## src/rtl/tri_stream_pkg.sv

```systemverilog
package tri_stream_pkg;

  typedef enum logic [2:0] {
    ST_IDLE,
    ST_READ,
    ST_LAND,
    ST_DIV,
    ST_SEND
  } st_e;

  function automatic int tri_count(input int n);
    return n * (n + 1) / 2;
  endfunction

endpackage

```

## src/rtl/tri_walk.sv

```systemverilog
module tri_walk #(
  parameter int N     = 4,
  parameter int ADDRW = 4,
  parameter int IDXW  = 3
) (
  input  logic             clk,
  input  logic             rst_n,
  input  logic             clr,
  input  logic             step,
  output logic [ADDRW-1:0] addr,
  output logic             is_diag,
  output logic             is_last
);

  localparam logic [IDXW-1:0] LAST_IDX = IDXW'(N - 1);

  logic [ADDRW-1:0] addr_q, addr_d;
  logic [IDXW-1:0]  row_q, row_d, col_q, col_d;

  always_comb begin
    addr_d = addr_q;
    row_d  = row_q;
    col_d  = col_q;
    if (clr) begin
      addr_d = '0;
      row_d  = '0;
      col_d  = '0;
    end else if (step) begin
      addr_d = addr_q + 1'b1;
      if (col_q == row_q) begin
        row_d = row_q + 1'b1;
        col_d = '0;
      end else begin
        col_d = col_q + 1'b1;
      end
    end
  end

  always_ff @(posedge clk or negedge rst_n) begin
    if (!rst_n) begin
      addr_q <= '0;
      row_q  <= '0;
      col_q  <= '0;
    end else if (clr || step) begin
      addr_q <= addr_d;
      row_q  <= row_d;
      col_q  <= col_d;
    end
  end

  assign addr    = addr_q;
  assign is_diag = (col_q == row_q);
  assign is_last = (row_q == LAST_IDX) && (col_q == LAST_IDX);

endmodule

```

## src/rtl/tri_recip.sv

```systemverilog
module tri_recip #(
  parameter int DW   = 16,
  parameter int FRAC = 8
) (
  input  logic          clk,
  input  logic          rst_n,
  input  logic          load,
  input  logic [DW-1:0] din,
  output logic          busy,
  output logic [DW-1:0] result
);

  localparam int NUMW = 2 * FRAC + 1;
  localparam int QW   = (NUMW > DW) ? NUMW : DW;
  localparam int CW   = $clog2(NUMW + 1);
  localparam logic [QW-1:0]   MAXQ    = {{(QW-DW+1){1'b0}}, {(DW-1){1'b1}}};
  localparam logic [NUMW-1:0] NUM_ONE = {1'b1, {(NUMW-1){1'b0}}};
  localparam logic [CW-1:0]   STEPS   = CW'(NUMW);

  logic [DW-1:0]   dvs_q, dvs_d;
  logic [DW-1:0]   rem_q, rem_d;
  logic [NUMW-1:0] num_q, num_d;
  logic [QW-1:0]   quo_q, quo_d;
  logic [CW-1:0]   cnt_q, cnt_d;
  logic            sat_q, sat_d;
  logic            busy_q, busy_d;
  logic [DW:0]     trial;
  logic [DW-1:0]   sub;
  logic            ge;

  assign trial = {rem_q, num_q[NUMW-1]};
  assign ge    = (trial >= {1'b0, dvs_q});
  assign sub   = trial[DW-1:0] - dvs_q;

  always_comb begin
    dvs_d  = dvs_q;
    rem_d  = rem_q;
    num_d  = num_q;
    quo_d  = quo_q;
    cnt_d  = cnt_q;
    sat_d  = sat_q;
    busy_d = busy_q;
    if (load) begin
      dvs_d  = din;
      rem_d  = '0;
      num_d  = NUM_ONE;
      quo_d  = '0;
      cnt_d  = STEPS;
      sat_d  = din[DW-1] || (din == '0);
      busy_d = 1'b1;
    end else if (busy_q) begin
      rem_d = ge ? sub : trial[DW-1:0];
      num_d = {num_q[NUMW-2:0], 1'b0};
      quo_d = {quo_q[QW-2:0], ge};
      cnt_d = cnt_q - 1'b1;
      if (cnt_q == CW'(1)) busy_d = 1'b0;
    end
  end

  always_ff @(posedge clk or negedge rst_n) begin
    if (!rst_n) begin
      busy_q <= 1'b0;
      cnt_q  <= '0;
    end else if (load || busy_q) begin
      busy_q <= busy_d;
      cnt_q  <= cnt_d;
    end
  end

  always_ff @(posedge clk) begin
    if (load || busy_q) begin
      dvs_q <= dvs_d;
      rem_q <= rem_d;
      num_q <= num_d;
      quo_q <= quo_d;
      sat_q <= sat_d;
    end
  end

  assign busy   = busy_q;
  assign result = (sat_q || (quo_q > MAXQ)) ? MAXQ[DW-1:0] : quo_q[DW-1:0];

endmodule

```

## src/rtl/packed_tri_streamer.sv

```systemverilog
module packed_tri_streamer #(
  parameter int N     = 4,
  parameter int DW    = 16,
  parameter int FRAC  = 8,
  parameter int TOTAL = N * (N + 1) / 2,
  parameter int ADDRW = $clog2(TOTAL + 1)
) (
  input  logic             clk,
  input  logic             rst_n,
  input  logic             start,
  output logic             rd_en,
  output logic [ADDRW-1:0] rd_addr,
  input  logic [DW-1:0]    rd_data,
  output logic             out_valid,
  input  logic             out_ready,
  output logic [DW-1:0]    out_data,
  output logic             done
);

  import tri_stream_pkg::*;

  localparam int IDXW = $clog2(N + 1);

  st_e           st_q, st_d;
  logic [DW-1:0] out_q, out_d;
  logic          out_en;
  logic          done_q, done_d;
  logic          walk_clr, walk_step;
  logic          is_diag, is_last;
  logic          div_load, div_busy;
  logic [DW-1:0] div_res;

  tri_walk #(.N(N), .ADDRW(ADDRW), .IDXW(IDXW)) u_walk (
    .clk     (clk),
    .rst_n   (rst_n),
    .clr     (walk_clr),
    .step    (walk_step),
    .addr    (rd_addr),
    .is_diag (is_diag),
    .is_last (is_last)
  );

  tri_recip #(.DW(DW), .FRAC(FRAC)) u_recip (
    .clk    (clk),
    .rst_n  (rst_n),
    .load   (div_load),
    .din    (rd_data),
    .busy   (div_busy),
    .result (div_res)
  );

  always_comb begin
    st_d      = st_q;
    out_d     = out_q;
    out_en    = 1'b0;
    done_d    = 1'b0;
    walk_clr  = 1'b0;
    walk_step = 1'b0;
    div_load  = 1'b0;
    unique case (st_q)
      ST_IDLE: begin
        if (start) begin
          walk_clr = 1'b1;
          st_d     = ST_READ;
        end
      end
      ST_READ: st_d = ST_LAND;
      ST_LAND: begin
        if (is_diag) begin
          div_load = 1'b1;
          st_d     = ST_DIV;
        end else begin
          out_d  = rd_data;
          out_en = 1'b1;
          st_d   = ST_SEND;
        end
      end
      ST_DIV: begin
        if (!div_busy) begin
          out_d  = div_res;
          out_en = 1'b1;
          st_d   = ST_SEND;
        end
      end
      ST_SEND: begin
        if (out_ready) begin
          if (is_last) begin
            done_d = 1'b1;
            st_d   = ST_IDLE;
          end else begin
            walk_step = 1'b1;
            st_d      = ST_READ;
          end
        end
      end
      default: st_d = ST_IDLE;
    endcase
  end

  always_ff @(posedge clk or negedge rst_n) begin
    if (!rst_n) begin
      st_q   <= ST_IDLE;
      done_q <= 1'b0;
    end else begin
      st_q   <= st_d;
      done_q <= done_d;
    end
  end

  always_ff @(posedge clk) begin
    if (out_en) out_q <= out_d;
  end

  assign rd_en     = (st_q == ST_READ);
  assign out_valid = (st_q == ST_SEND);
  assign out_data  = out_q;
  assign done      = done_q;

endmodule

```

## config.mk

```make
export PLATFORM = sky130hd
export DESIGN_NAME = packed_tri_streamer
export DESIGN_NICKNAME = d
export VERILOG_FILES = /design/src/rtl/tri_stream_pkg.sv /design/src/rtl/tri_walk.sv /design/src/rtl/tri_recip.sv /design/src/rtl/packed_tri_streamer.sv
export SDC_FILE = /design/constraint.sdc
export NUM_CORES = 1
export LEC_CHECK = 0
export BUFFER_PORTS_ARGS = -buffer_cell sky130_fd_sc_hd__buf_2
export CORE_MARGIN = 3
export CORE_UTILIZATION = 59
export CTS_CLUSTER_DIAMETER = 200
export CTS_CLUSTER_SIZE = 10
export DETAILED_ROUTE_END_ITERATION = 10
export GPL_ROUTABILITY_DRIVEN = 0
export PLACE_DENSITY_LB_ADDON = 0.2
export SYNTH_ARGS = -nofsm -noshare
export SYNTH_HDL_FRONTEND = slang
export SYNTH_SLANG_ARGS = --single-unit
```

## constraint.sdc

```tcl
create_clock -name clk -period 2.8 [get_ports clk]
set_input_delay 0.14 -clock clk [delete_from_list [all_inputs] [get_ports clk]]
set_output_delay 0.14 -clock clk [all_outputs]
set_load 0.01 [all_outputs]
```

==> impl_metrics.json <==
{
  "drcViolationCount": 0,
  "cts.clk_slew.worst_paths_ps": 90,
  "insertion_delay_ps": 360,
  "finalCritPeriodShare": 0.916,
  "clock-sinks": 87,
  "layout_min_cycle_time_ps": 2570,
  "crit_start": "u_recip.rem_q[1]",
  "clock_path_buffers": 2,
  "hpwl_um": 6090,
  "setup_viol": 0,
  "routedWlPerCell_um": 17.2,
  "core.rowCount": 31,
  "fin_skew_ps": 13.8,
  "grt_setup_unrepaired": "false",
  "sw_frac_of_total": 0.411,
  "min_path_type": "in -> reg",
  "cts_root_buffer": "clkbuf_8",
  "fin_nets": 481,
  "reg2regPathDepth": 8,
  "synth.net_count": 421,
  "r2r-end": "u_recip.rem_q[4]",
  "postRouteAntennaNets": 0,
  "r2r_start": "u_recip.rem_q[1]",
  "ys_seq_area_frac": 0.563,
  "cp-end-kind": "flop",
  "drv_cap": 0,
  "start_kind": "flop",
  "path_max_fanout": 11,
  "ys_ff_latch": 87,
  "post_cts_buffers": 0,
  "arrival_ps": 2670,
  "p_per_area_mw_per_mm2": 1310,
  "syn_inst": 377,
  "path_buf_inv": 0,
  "synth_top_area_share": 0.451,
  "wirelength_um": 9320,
  "p_int_mw": 3.95,
  "crit_cells": 8,
  "grt_max_degree": 35,
  "grt_pass1_wl_um": 15400,
  "synthFlopType": "edfxtp_1",
  "cts_inserted_buffers": 9,
  "first_pass_iters": 4,
  "max_freq_mhz": 390,
  "worstPathRequired_ps": 2900,
  "dp_cells": 511,
  "vias": 3103,
  "worstMarginPinSlew_ps": 954,
  "vdd_drop_max_mv": 0.605,
  "viasPerCell": 5.74,
  "setup_tns_ps": 0,
  "synthToLayoutAreaGrowth_pct": 14.8,
  "start_util": 0.612,
  "htree_levels": 3,
  "drt-initial-drc-count": 138,
  "seq_power_share": 0.375,
  "maxSlewViolCount": 0,
  "dieHeight_um": 93.0,
  "maxSlewHeadroom": 0.362,
  "drive_gt1_frac": 0.190,
  "grt_remaining_overflow": 0,
  "die_area_mm2": 0.00865,
  "die_w_um": 93.0,
  "postSynthAreaPerCell_um2": 11.8,
  "p_leak_nw": 2.17,
  "num_io_pins": 43,
  "antenna_cells": 0,
  "yosys_warnings": 0,
  "instances_no_fill": 541,
  "criticalPathCategory": "reg -> reg",
  "synthDistinctLibCells": 56,
  "power_frac_clock": 0.130,
  "endpoint": "u_recip.rem_q[4]",
  "outcome": "finished clean",
  "antenna_found_initial": 0,
  "async_flop_share": 0.230,
  "cpPeakStageDelay_ps": 430,
  "grt_usage": 0.231,
  "grt_pass1_vias": 3116,
  "hold_violations": 0,
  "synth_edf_count": 67,
  "cts_tree": "done",
  "core_area_mm2": 0.00729,
  "syn_area_mm2": 0.00446,
  "crit_family": "compound AO/OA/AOI/OAI gates",
  "pwr-share-comb": 0.495,
  "p_sw_mw": 2.75,
  "r2r_setup_slack_ps": 230,
  "cpMaxStageDelayCell": "edfxtp_1",
  "post-synth-top-area-cell": "edfxtp_1",
  "io_buffers": 42,
  "crit_chain": "ha_1 -> nand2_1 -> o21ai_1 -> a21oi_2 -> a211oi_2 -> a21bo_4 -> mux2i_1 -> nor2_1",
  "synthTopCellsByArea": "edfxtp_1, dfrtp_1, ha_1"
}
## worst min-delay path by stage
stage	slack (ps)	startpoint	end	cells past startpoint
global placement	110	rst_n	u_walk.row_q[1]	1
CTS	1	rd_data[11]	u_recip.dvs_q[11]	1
detailed placement	110	rst_n	u_walk.row_q[1]	1
finish	20	rd_data[4]	u_recip.dvs_q[4]	1
global route	0.04	rd_data[4]	u_recip.dvs_q[4]	1
floorplan	-160	rst_n	done	0
## timing repair
action	CTS	global route
hold buffers	13	0
endpoints found under the hold margin	32	0
resized for setup	0	0
setup endpoints to repair	0	5
## state kept, by name, summed over array words and instances (netlist names)
| name | count |
|---|---|
| u_recip.cnt_q | 5 |
| u_walk.col_q | 3 |
| u_recip.quo_q | 17 |
| u_walk.row_q | 3 |
| u_recip.busy | 1 |
| u_recip.rem_q | 16 |
| u_recip.num_q | 1 |
| u_walk.addr | 4 |
| done | 1 |
| u_recip.sat_q | 1 |
| u_recip.dvs_q | 16 |
| out_data | 16 |
| st_q | 3 |
## power by group through the flow
| stage | clock network [mW] | logic [mW] | registers [mW] |
|---|---|---|---|
| 6_report | 0.873 | 3.32 | 2.51 |
| 4_1_cts | 0.880 | 3.29 | 2.50 |
| 2_1_floorplan | 0 | 2.57 | 2.46 |
| 3_3_place_gp | 0 | 3.15 | 2.51 |
| 3_5_place_dp | 0 | 3.24 | 2.51 |
| 5_1_grt | 0.936 | 3.71 | 2.56 |
## through the flow
| stage | worst slack [ps] | util | hold slack, ps | cell area (um^2) | power, mW |
|---|---|---|---|---|---|
| after CTS | 192 | 0.702 | 1.06 | 5120 | 6.67 |
| final | 234 | 0.703 | 16.2 | 5130 | 6.70 |
| after floorplan | 315 | - | -156 | 4460 | 5.03 |
| after detailed placement | 224 | 0.657 | 113 | 4790 | 5.75 |
| after global routing | 23.2 | 0.703 | 0.0371 | 5130 | 7.21 |
| after global placement | 314 | 0.657 | 113 | 4790 | 5.65 |
## cell families after synthesis
logic type	count (synthesis)	synth area share
flip-flops	87	0.563
buffers and inverters	38	0.0364
XOR/XNOR	23	0.0451
AND/OR/NAND/NOR	118	0.136
multiplexers	11	0.0247
AO/OA/AOI/OAI	76	0.126
adder cells (fa/ha/maj)	24	0.0689
## cell usage after synthesis (all sizes together) (2+ instances only)
cell and instances:
and2 18, and3 2, clkbuf 9, edfxtp 67, a21oi 24, o211ai 2
a211oi 9, nand2 26, inv 26, a21o 2, nand4 6, nor2b 3
nand3 4, nor3 7, ha 23, o22ai 2, buf 3, xor2 8
nand2b 6, dfrtp 20, xnor2 15, mux2i 11, o22a 15, o21ai 9
o311a 2, nor4 3, nor4b 2, nor2 37
## worst register-to-register path: stages, from the launching register on
cell and delay [ps]:
edfxtp_1 430, ha_1 400, nand2_1 70, o21ai_1 290, a21oi_2 130, a211oi_2 350, a21bo_4 330, mux2i_1 260
nor2_1 60
## layer usage
metal,up-vias,wire (um),track usage
met5,-,0,0
met2,81,4650,0.380
met4,0,217,0.0916
li1,1500,-,-
met3,17,401,0.0459
met1,1505,4050,0.304
## cells in the final DEF, fill, tap and decap left out, drive strengths merged, types with 11 or more instances in the layout
master,Yosys,final
a21oi,24,24
and2,18,18
buf,3,47
dfrtp,20,20
dlygate4sd3,0,13
edfxtp,67,67
ha,23,23
inv,26,30
mux2i,11,11
nand2,26,26
nor2,37,37
o22a,15,15
xnor2,15,15
## final cells by class
type                    instances  area [um^2]
flip-flops and latches         87         2510
fillers                       544         2170
multi-input cells             253         1800
repair buffers                 60          390
clock buffers                   9          124
well taps                      99          124
inverters                      26         97.6
clock inverters                 7         73.8
No activity file was read; power rests on OpenSTA's default activity.
